`config.mk`:
```
export PLATFORM = sky130hd
export DESIGN_NAME = flash_status_gen
export DESIGN_NICKNAME = d
export VERILOG_FILES = /design/src/rtl/flash_status_pkg.sv /design/src/rtl/flash_strobe_edge.sv /design/src/rtl/flash_seq_tracker.sv /design/src/rtl/flash_toggle_gen.sv /design/src/rtl/flash_rd_mux.sv /design/src/rtl/flash_status_gen.sv
export SDC_FILE = /design/constraint.sdc
export NUM_CORES = 1
export LEC_CHECK = 0
export ABC_CLOCK_PERIOD_IN_PS = 2020
export BUFFER_PORTS_ARGS = -buffer_cell sky130_fd_sc_hd__buf_2
export CAP_MARGIN = 20
export CORE_UTILIZATION = 30
export DETAILED_ROUTE_END_ITERATION = 10
export SKIP_LAST_GASP = 1
export SYNTH_ARGS = -nofsm -noshare
export SYNTH_HDL_FRONTEND = slang
export SYNTH_SLANG_ARGS = --single-unit
```
`constraint.sdc`:
```
create_clock -name clk -period 2.02 [get_ports clk]
set_input_delay 0.101 -clock clk [delete_from_list [all_inputs] [get_ports clk]]
set_output_delay 0.101 -clock clk [all_outputs]
set_load 0.02 [all_outputs]
```
`src/rtl/flash_status_pkg.sv`:
```
`timescale 1ns/1ps
package flash_status_pkg;

    typedef enum logic [1:0] {
        OP_PROGRAM      = 2'b00,
        OP_SECTOR_ERASE = 2'b01,
        OP_BLOCK_ERASE  = 2'b10,
        OP_CHIP_ERASE   = 2'b11
    } op_kind_e;

    typedef struct packed {
        logic wr_act;
        logic oe_hi;
    } strobe_st_t;

    function automatic logic is_erase(input op_kind_e k);
        return k != OP_PROGRAM;
    endfunction

endpackage

```
`src/rtl/flash_strobe_edge.sv`:
```
`timescale 1ns/1ps
module flash_strobe_edge
    import flash_status_pkg::*;
(
    input  logic clk,
    input  logic rst_n,
    input  logic ce_n,
    input  logic we_n,
    input  logic oe_n,
    output logic wr_end,
    output logic rd_start
);

    strobe_st_t st_d, st_q;
    logic       wr_now;

    always_comb begin
        // a write overlap only counts while output enable is idle
        wr_now       = !ce_n && !we_n && oe_n;
        st_d.wr_act  = wr_now;
        st_d.oe_hi   = oe_n;
        wr_end       = st_q.wr_act && !wr_now;
        rd_start     = st_q.oe_hi && !oe_n && !ce_n;
    end

    always_ff @(posedge clk or negedge rst_n) begin
        if (!rst_n) begin
            st_q.wr_act <= 1'b0;
            st_q.oe_hi  <= 1'b1;
        end else begin
            st_q <= st_d;
        end
    end

endmodule

```
`src/rtl/flash_seq_tracker.sv`:
```
`timescale 1ns/1ps
module flash_seq_tracker
    import flash_status_pkg::*;
#(
    parameter int PROG_PULSES  = 4,
    parameter int ERASE_PULSES = 6,
    parameter int CNT_W        = 3
) (
    input  logic             clk,
    input  logic             rst_n,
    input  logic             wr_end,
    input  logic [1:0]       op_kind,
    input  logic             prog_bit,
    input  logic             busy,
    output logic             armed,
    output logic             erase_lat,
    output logic             bit_lat,
    output logic [CNT_W-1:0] pulse_cnt
);

    localparam logic [CNT_W-1:0] NEED_PROG  = CNT_W'(PROG_PULSES);
    localparam logic [CNT_W-1:0] NEED_ERASE = CNT_W'(ERASE_PULSES);

    typedef struct packed {
        logic [CNT_W-1:0] cnt;
        logic             armed;
        logic             seen_busy;
        logic             erase;
        logic             bitv;
    } trk_st_t;

    trk_st_t          st_d, st_q;
    op_kind_e         op_e;
    logic [CNT_W-1:0] need;
    logic [CNT_W-1:0] cnt_inc;

    always_comb begin
        st_d    = st_q;
        op_e    = op_kind_e'(op_kind);
        need    = is_erase(op_e) ? NEED_ERASE : NEED_PROG;
        cnt_inc = st_q.cnt + CNT_W'(1);
        if (!st_q.armed) begin
            if (wr_end) begin
                if (cnt_inc >= need) begin
                    st_d.armed     = 1'b1;
                    st_d.cnt       = need;
                    st_d.erase     = is_erase(op_e);
                    st_d.bitv      = prog_bit;
                    st_d.seen_busy = 1'b0;
                end else begin
                    st_d.cnt = cnt_inc;
                end
            end
        end else if (busy) begin
            st_d.seen_busy = 1'b1;
        end else if (st_q.seen_busy) begin
            // timer finished: sequence complete
            st_d.armed     = 1'b0;
            st_d.cnt       = '0;
            st_d.seen_busy = 1'b0;
        end
    end

    always_ff @(posedge clk or negedge rst_n) begin
        if (!rst_n) begin
            st_q <= '0;
        end else begin
            st_q <= st_d;
        end
    end

    assign armed     = st_q.armed;
    assign erase_lat = st_q.erase;
    assign bit_lat   = st_q.bitv;
    assign pulse_cnt = st_q.cnt;

endmodule

```
`src/rtl/flash_toggle_gen.sv`:
```
`timescale 1ns/1ps
module flash_toggle_gen (
    input  logic clk,
    input  logic rst_n,
    input  logic active,
    input  logic rd_start,
    output logic tog
);

    logic tog_d, tog_q;

    always_comb begin
        if (!active)       tog_d = 1'b0;
        else if (rd_start) tog_d = !tog_q;
        else               tog_d = tog_q;
    end

    always_ff @(posedge clk or negedge rst_n) begin
        if (!rst_n) tog_q <= 1'b0;
        else        tog_q <= tog_d;
    end

    assign tog = tog_q;

endmodule

```
`src/rtl/flash_rd_mux.sv`:
```
`timescale 1ns/1ps
module flash_rd_mux #(
    parameter int DATA_W   = 16,
    parameter int POLL_BIT = 7,
    parameter int TOG_BIT  = 6
) (
    input  logic [DATA_W-1:0] arr_data,
    input  logic              active,
    input  logic              erase_lat,
    input  logic              bit_lat,
    input  logic              tog,
    output logic [DATA_W-1:0] rd_data
);

    for (genvar i = 0; i < DATA_W; i++) begin : g_bit
        if (i == POLL_BIT) begin : g_poll
            assign rd_data[i] = active ? (!erase_lat && !bit_lat) : arr_data[i];
        end else if (i == TOG_BIT) begin : g_tog
            assign rd_data[i] = active ? tog : arr_data[i];
        end else begin : g_pass
            assign rd_data[i] = arr_data[i];
        end
    end

endmodule

```
`src/rtl/flash_status_gen.sv`:
```
`timescale 1ns/1ps
module flash_status_gen #(
    parameter int DATA_W       = 16,
    parameter int POLL_BIT     = 7,
    parameter int TOG_BIT      = 6,
    parameter int PROG_PULSES  = 4,
    parameter int ERASE_PULSES = 6
) (
    input  logic              clk,
    input  logic              rst_n,
    input  logic              ce_n,
    input  logic              we_n,
    input  logic              oe_n,
    input  logic [1:0]        op_kind,
    input  logic              prog_bit,
    input  logic              busy,
    input  logic [DATA_W-1:0] arr_data,
    output logic [DATA_W-1:0] rd_data
);

    localparam int CNT_W = $clog2(ERASE_PULSES + 1);

    logic             wr_end;
    logic             rd_start;
    logic             armed;
    logic             erase_lat;
    logic             bit_lat;
    logic [CNT_W-1:0] pulse_cnt;
    logic             status_on;
    logic             tog;

    flash_strobe_edge u_edge (
        .clk      (clk),
        .rst_n    (rst_n),
        .ce_n     (ce_n),
        .we_n     (we_n),
        .oe_n     (oe_n),
        .wr_end   (wr_end),
        .rd_start (rd_start)
    );

    flash_seq_tracker #(
        .PROG_PULSES  (PROG_PULSES),
        .ERASE_PULSES (ERASE_PULSES),
        .CNT_W        (CNT_W)
    ) u_trk (
        .clk       (clk),
        .rst_n     (rst_n),
        .wr_end    (wr_end),
        .op_kind   (op_kind),
        .prog_bit  (prog_bit),
        .busy      (busy),
        .armed     (armed),
        .erase_lat (erase_lat),
        .bit_lat   (bit_lat),
        .pulse_cnt (pulse_cnt)
    );

    assign status_on = armed && busy;

    flash_toggle_gen u_tog (
        .clk      (clk),
        .rst_n    (rst_n),
        .active   (status_on),
        .rd_start (rd_start),
        .tog      (tog)
    );

    flash_rd_mux #(
        .DATA_W   (DATA_W),
        .POLL_BIT (POLL_BIT),
        .TOG_BIT  (TOG_BIT)
    ) u_mux (
        .arr_data  (arr_data),
        .active    (status_on),
        .erase_lat (erase_lat),
        .bit_lat   (bit_lat),
        .tog       (tog),
        .rd_data   (rd_data)
    );

endmodule

```
==> impl_results.md, run 1 <==
* Synth Instances at 61
* Final period util at 80.84%
* Synthesis Warnings at 0
* CP Class: reg2reg
* RSZ-0062 raised after global routing: no
* Max Buffers Root-to-Sink at 2
* Critical Path Stages at 5
* Area growth, synth to finish at 4.790%
* DRC at 0
* Hold buffers post-CTS at 2
* Num CTS Buffers at 3
* FMAX at 0.6124 GHz
* Crit path required time at 2170 ps
* Pre-Repair DR Iteration Count at 4
* Worst Path Max Fanout at 4
* Crit path launch: u_trk.pulse_cnt[0]
* Die height at 47.71 µm
* Crit path max-delay family: flip-flops
* Port bufs at 12
* Crit Reg-Reg Endpoint: u_trk.bit_lat
* Share of post-route cells with drive strength above 1 at 34.38%
* Slowest stage delay, CP at roughly 410 ps
* Post-Syn Nets at 87
* Final setup viols at 0
* Slew Viols, Final at 0
* Clock sink total at 10
* Yosys cell types at 27
* Layout net count at 91
* Synth async-reset ratio at between 90% and 100%
* HPWL after detailed placement at ~800 µm
* Tot Pwr at a little over 0.0007 W
* Top Ports at 41
* Grt ovf at 0
* Outcome: finished, final reports clean
* Seq/Total Area, Yosys at 40.12%
* Die ar. at 2276 µm²
* Total GRT Usage at between 10% and 20%
* Worst r2r src: u_trk.pulse_cnt[0]
* Die extent in x at 47.71 µm
* Via count at 400
* Crit-path cells: ha_1, xor2_2, o21ai_2, nor3_4, mux2_1
* Buffer type at the clock tree root: clkbuf_4
* Cell Area, Synth at roughly 630 µm²
* Starting Density at between 30% and 40%
* Yosys reg bits at 10
* Pin count of the biggest net entering global routing at 13
* Worst-case reg-to-reg path depth at 5
* Clk_skew at 3.248 ps
* Initial antenna violation count at 0
* Clock transition at path regs at 70 ps
* Worst Path Buf+Inv at 0
* Max VDD drop at 0.4014 mV
* DR vias/cell at about 4.4
* Ant. Diodes at 0
* Setup_tns at 0 ps
* DR iter-0 viols at 7
* Worst path slowest cell: dfrtp_1
* Antenna-violating nets left at 0
* CTS tree: yes
* Post CTS Setup Buffer Count at 0
* # rows at 16
* Routed Wire Length at roughly 1000 µm
* Total core area at just under 2000 µm²
* Worst path arrival time at 1780 ps
* Hold Path Class: in2reg
* Vias in the first global route at between 300 and 400
* Crit path capture: u_trk.bit_lat
* Fin crit period at ~1600 ps
* Max_cap viols at 0
* CP startpoint kind: flip-flop
* WL/cell at 11.16 µm
* Placer Congestion at between 0.8 and 0.9
* Reg2reg setup slack at 390 ps
* Power Density at 1090 nW/µm²
* H-tree levels at 1
* Hold Fails Final Rpt at 0
* First-pass GRT wire length at approximately 1600 µm
* Rel. slew slack at between 70% and 80%
* Clock Latency Late Sink at 260 ps
* Critical path capture point type: flip-flop
* Worst hold path cell count at 2
* Main synth FF type: dfrtp_1
* Lkg Pwr at around 0.3 nW
* CTS resizes at 0
* Worst-Margin Slew at about 380 ps
* Syn Area/Cell at 10.28 µm²
* EDFF count, synth at 0
==> worst min path at each step <==
stage | start | end | slack [ps]
6_report | we_n | u_edge.st_q[1] | 10
5_1_grt | we_n | u_edge.st_q[1] | 10
4_1_cts | we_n | u_edge.st_q[1] | 6
3_5_place_dp | rst_n | u_trk.st_q[2] | -20
3_3_place_gp | rst_n | u_trk.st_q[2] | -30
2_1_floorplan | rst_n | u_edge.st_q[1] | -190
==> routing by layer <==
layer | vias to the layer above | GRT usage [%] | routed length, µm
met3 | 0 | 3.774 | 75
met5 | - | 0 | 0
met1 | 188 | 12.15 | 444
met4 | 0 | 6.111 | 0
met2 | 15 | 16.49 | 497
li1 | 197 | - | -
==> layout by cell type, fill, tap and decap left out, types with 2 or more instances in the layout <==
cell           count
buf_2             12
dfrtp_1            9
nand2_1            6
nor2_1             4
nand3_1            4
o21ai_0            3
clkbuf_4           3
dlygate4sd3_1      2
==> power breakdown <==
group          switching (W)  internal (W)  total (W)
Sequential         0.0000737      0.000267   0.000340
Combinational       0.000116      0.000116   0.000232
Clock              0.0000676     0.0000763   0.000144
Total               0.000257      0.000459   0.000716
==> Yosys cell counts (3+ instances only) <==
master,n,share of area [%]
o21ai_0,3,2.4
nand3_1,4,3.2
nand2_1,6,3.6
buf_4,14,17
dfrtp_1,9,36
nor2_1,4,2.4
==> registers in the layout, summed over array words and instances, names as in the netlist <==
signal / cells
u_trk.erase_lat: 1
u_trk.st_q: 1
u_trk.pulse_cnt: 3
u_tog.tog: 1
u_trk.bit_lat: 1
u_edge.st_q: 2
u_trk.armed: 1
==> area by class of cell <==
type / instances / area, µm²
multi-input cells: 36 / 265.3
clock buffers: 4 / 26.28
repair buffers: 14 / 80.08
fillers: 222 / 1305
flip-flops and latches: 10 / 251.5
well taps: 27 / 33.78
==> metrics by stage <==
stage / setup slack (ps) / area [µm²] / hold slack (ps) / utilization, % / cells
2_1_floorplan: 498.1 / 626.9 / -194.6 / - / 61
3_3_place_gp: 452.5 / 610.6 / -26.14 / 31.12 / 85
3_5_place_dp: 380.8 / 610.6 / -23.36 / 31.12 / 85
4_1_cts: 372.3 / 656.9 / 6.373 / 33.48 / 91
5_1_grt: 268.8 / 656.9 / 10.58 / 33.48 / 91
6_report: 387.0 / 656.9 / 13.19 / 33.48 / 91
==> cell families (layout without fill, tap and decap cells) <==
| logic type | count (synthesis) | count (layout) | share of synthesized area [%] |
|---|---|---|---|
| AO/OA/AOI/OAI | 8 | 8 | 8.983 |
| XOR/XNOR | 3 | 3 | 5.390 |
| adder cells (fa/ha/maj) | 1 | 1 | 1.996 |
| buffers and inverters | 15 | 18 | 17.56 |
| flip-flops | 10 | 10 | 40.12 |
| multiplexers | 3 | 3 | 5.189 |
| AND/OR/NAND/NOR | 21 | 21 | 20.76 |
No activity file was read; power rests on OpenSTA's default activity.
==> inputs of run 2 (changes only) <==
Settings changed: ABC_CLOCK_PERIOD_IN_PS 2020 to 1300.
Clock period 2.02 ns to 1.3 ns, I/O delays scaled along.
==> run 2 against run 1 <==
  * The flow now finishes with violations (negative setup slack)
  * Critical path type unchanged
  * Via count is 17% higher
  * Global-route usage is 0.13 points lower
  * Count of clock-buffer cells in the layout stayed put
  * Core utilization is 9.2 points higher
  * Combinational power grew to 3.3 times the previous value
  * Fmax is 11% higher
==> impl_results.md, run 2 (same netlist as run 1, synthesis figures left out) <==
* Power Density at 1897 nW/µm² (was 1090 nW/µm²)
* Worst r2r src: u_trk.pulse_cnt[1] (was u_trk.pulse_cnt[0])
* Final setup viols at 6 (was 0)
* CP Class: reg2reg (unchanged)
* # rows at 16 (unchanged)
* Share of post-route cells with drive strength above 1 at 55.84% (was 34.38%)
* Port bufs at 12 (unchanged)
* Fin util at 42.67% (was 33.48%)
* Failing checks: negative setup slack
* Outcome: finished with violations (was finished, final reports clean)
* Die extent in x at 47.71 µm (unchanged)
* Grt ovf at 0 (unchanged)
* Worst path arrival time at 1670 ps (was 1780 ps)
* Top Ports at 41 (unchanged)
* Pre-Repair DR Iteration Count at 3 (was 4)
* Final WS setup at -169.5 ps (was 387.0 ps)
* Max VDD drop at 0.5728 mV (was 0.4014 mV)
* Crit path launch: u_trk.pulse_cnt[1] (was u_trk.pulse_cnt[0])
* CTS tree: yes (unchanged)
* First-pass GRT wire length at 1538 µm (was 1607 µm)
* DR iter-0 viols at 6 (was 7)
* DR vias/cell at 4.490 (was 4.396)
* Worst Path Max Fanout at 3 (was 4)
* Via count at 467 (was 400)
* Met2 WL at 618 µm (was 497 µm)
* Starting Density at 31.95% (unchanged)
* Hold Fails Final Rpt at 0 (unchanged)
* Clk_skew at 9.022 ps (was 3.248 ps)
* DRC at 0 (unchanged)
* Antenna-violating nets left at 0 (unchanged)
* Layout net count at 104 (was 91)
* Rel. slew slack at 76.95% (was 74.73%)
* Total core area at 1962 µm² (unchanged)
* Max reg flops at 3 (unchanged)
* Fin crit period at 1469 ps (was 1633 ps)
* Max_cap viols at 0 (unchanged)
* Highest metal used: met4 (was met3)
* Die ar. at 2276 µm² (unchanged)
* Total placed cells including tap cells at 92 (was 85)
* Final period util at 113.0% (was 80.84%)
* Fillers at 211 (was 222)
* Slew Viols, Final at 0 (unchanged)
* Pin count of the biggest net entering global routing at 11 (was 13)
* CP startpoint kind: flip-flop (unchanged)
* FMAX at 0.6805 GHz (was 0.6124 GHz)
* Vias in the first global route at 383 (was 392)
* Num CTS Buffers at 3 (unchanged)
* Hold Path Class: in2reg (unchanged)
* Initial antenna violation count at 0 (unchanged)
* Clock Latency Late Sink at 270 ps (was 260 ps)
* HPWL after detailed placement at 846.1 µm (was 776.7 µm)
* Area growth, synth to finish at 33.53% (was 4.790%)
* Commonest cells after routing, fill and taps aside: buf_2, buf_4, dfrtp_1 (was buf_2, dfrtp_1, nand2_1)
* Ant. Diodes at 0 (unchanged)
* Clock sink total at 10 (unchanged)
* Hold path startpoint: prog_bit (was we_n)
* Buffer type at the clock tree root: clkbuf_4 (unchanged)
* Post-route insts no fill at 104 (was 91)
* Crit path required time at 1500 ps (was 2170 ps)
* Wl on met1 at 487 µm (was 444 µm)
* Worst-Margin Slew at 344.5 ps (was 379.0 ps)
* Die height at 47.71 µm (unchanged)
* Tot Pwr at 0.001587 W (was 0.0007161 W)
* Critical path capture point type: flip-flop (unchanged)
* H-tree levels at 1 (unchanged)
* Met3 wire length at 97 µm (was 75 µm)
* RSZ-0062 raised after global routing: yes (was no)
* WL/cell at 11.69 µm (was 11.16 µm)
* Lkg Pwr at 0.3987 nW (was 0.3043 nW)
* Placer Congestion at 0.6693 (was 0.8018)
* Clock transition at path regs at 80 ps (was 70 ps)
* Total GRT Usage at 10.32% (was 10.44%)
* Max Buffers Root-to-Sink at 2 (unchanged)
* Routed Wire Length at 1216 µm (was 1016 µm)
==> run 2: cell count changes in the layout (fill, tap and decap cells not counted), sizes merged <==
cell,change
buf,+12
dlygate4sd3,+1
==> run 2: what timing repair did <==
item / CTS / global route
hold endpoints to repair: 12 / 0
pin swaps: 3 / 3
gates resized for setup: 5 / 9
hold buffers: 3 / 0
setup endpoints to repair: 7 / 7
setup buffers: 2 / 3
==> run 2: routing by layer <==
metal | up-vias | global-route usage (%)
met5 | - | 0
met4 | 0 | 5.000
met3 | 2 | 3.396
met2 | 15 | 17.30
met1 | 226 | 11.75
li1 | 224 | -
==> run 2: power by group <==
group	leakage, nW	internal, W	switching [W]
clock network	0.0210	0.000170	0.000121
registers	0.126	0.000418	0.000101
logic	0.252	0.000464	0.000314
total	0.399	0.00105	0.000536
==> run 2: cell type report <==
type	count	area, µm²	area share (%)
well taps	27	33.78	4.036
flip-flops and latches	10	252.7	30.19
repair buffers	27	190.2	22.72
clock buffers	4	36.28	4.335
multi-input cells	36	324.1	38.71
==> run 2: worst paths after layout <==
path / end / slack, ps / cells after the start
setup / recovery: u_trk.pulse_cnt[0] / -170 / 5
hold / removal: u_trk.bit_lat / 20 / 2
setup reg to reg: u_trk.pulse_cnt[0] / -170 / 5
hold reg to reg: u_trk.erase_lat / 540 / 1
max in group asynchronous: u_edge.st_q[0] / 870 / 2
min in group asynchronous: u_tog.tog / 180 / 2
==> run 2: critical path, stage by stage (launching register included) <==
cell	delay, ps
dfrtp_1	410
ha_4	190
xor2_4	160
o21ai_4	90
or4b_4	490
nand3_2	70
==> run 2: through the flow <==
step	hold WS (ps)	area, µm²	TNS (ps)	setup slack [ps]
after detailed placement	-65.79	674.4	-532.5	-202.4
final	24.82	837.1	-595.8	-169.5
after CTS	27.45	784.5	-597.5	-158.7
after global routing	36.38	837.1	-1011	-209.0
after global placement	-59.27	674.4	-377.1	-149.9
after floorplan	-230.6	638.1	-276.2	-146.1
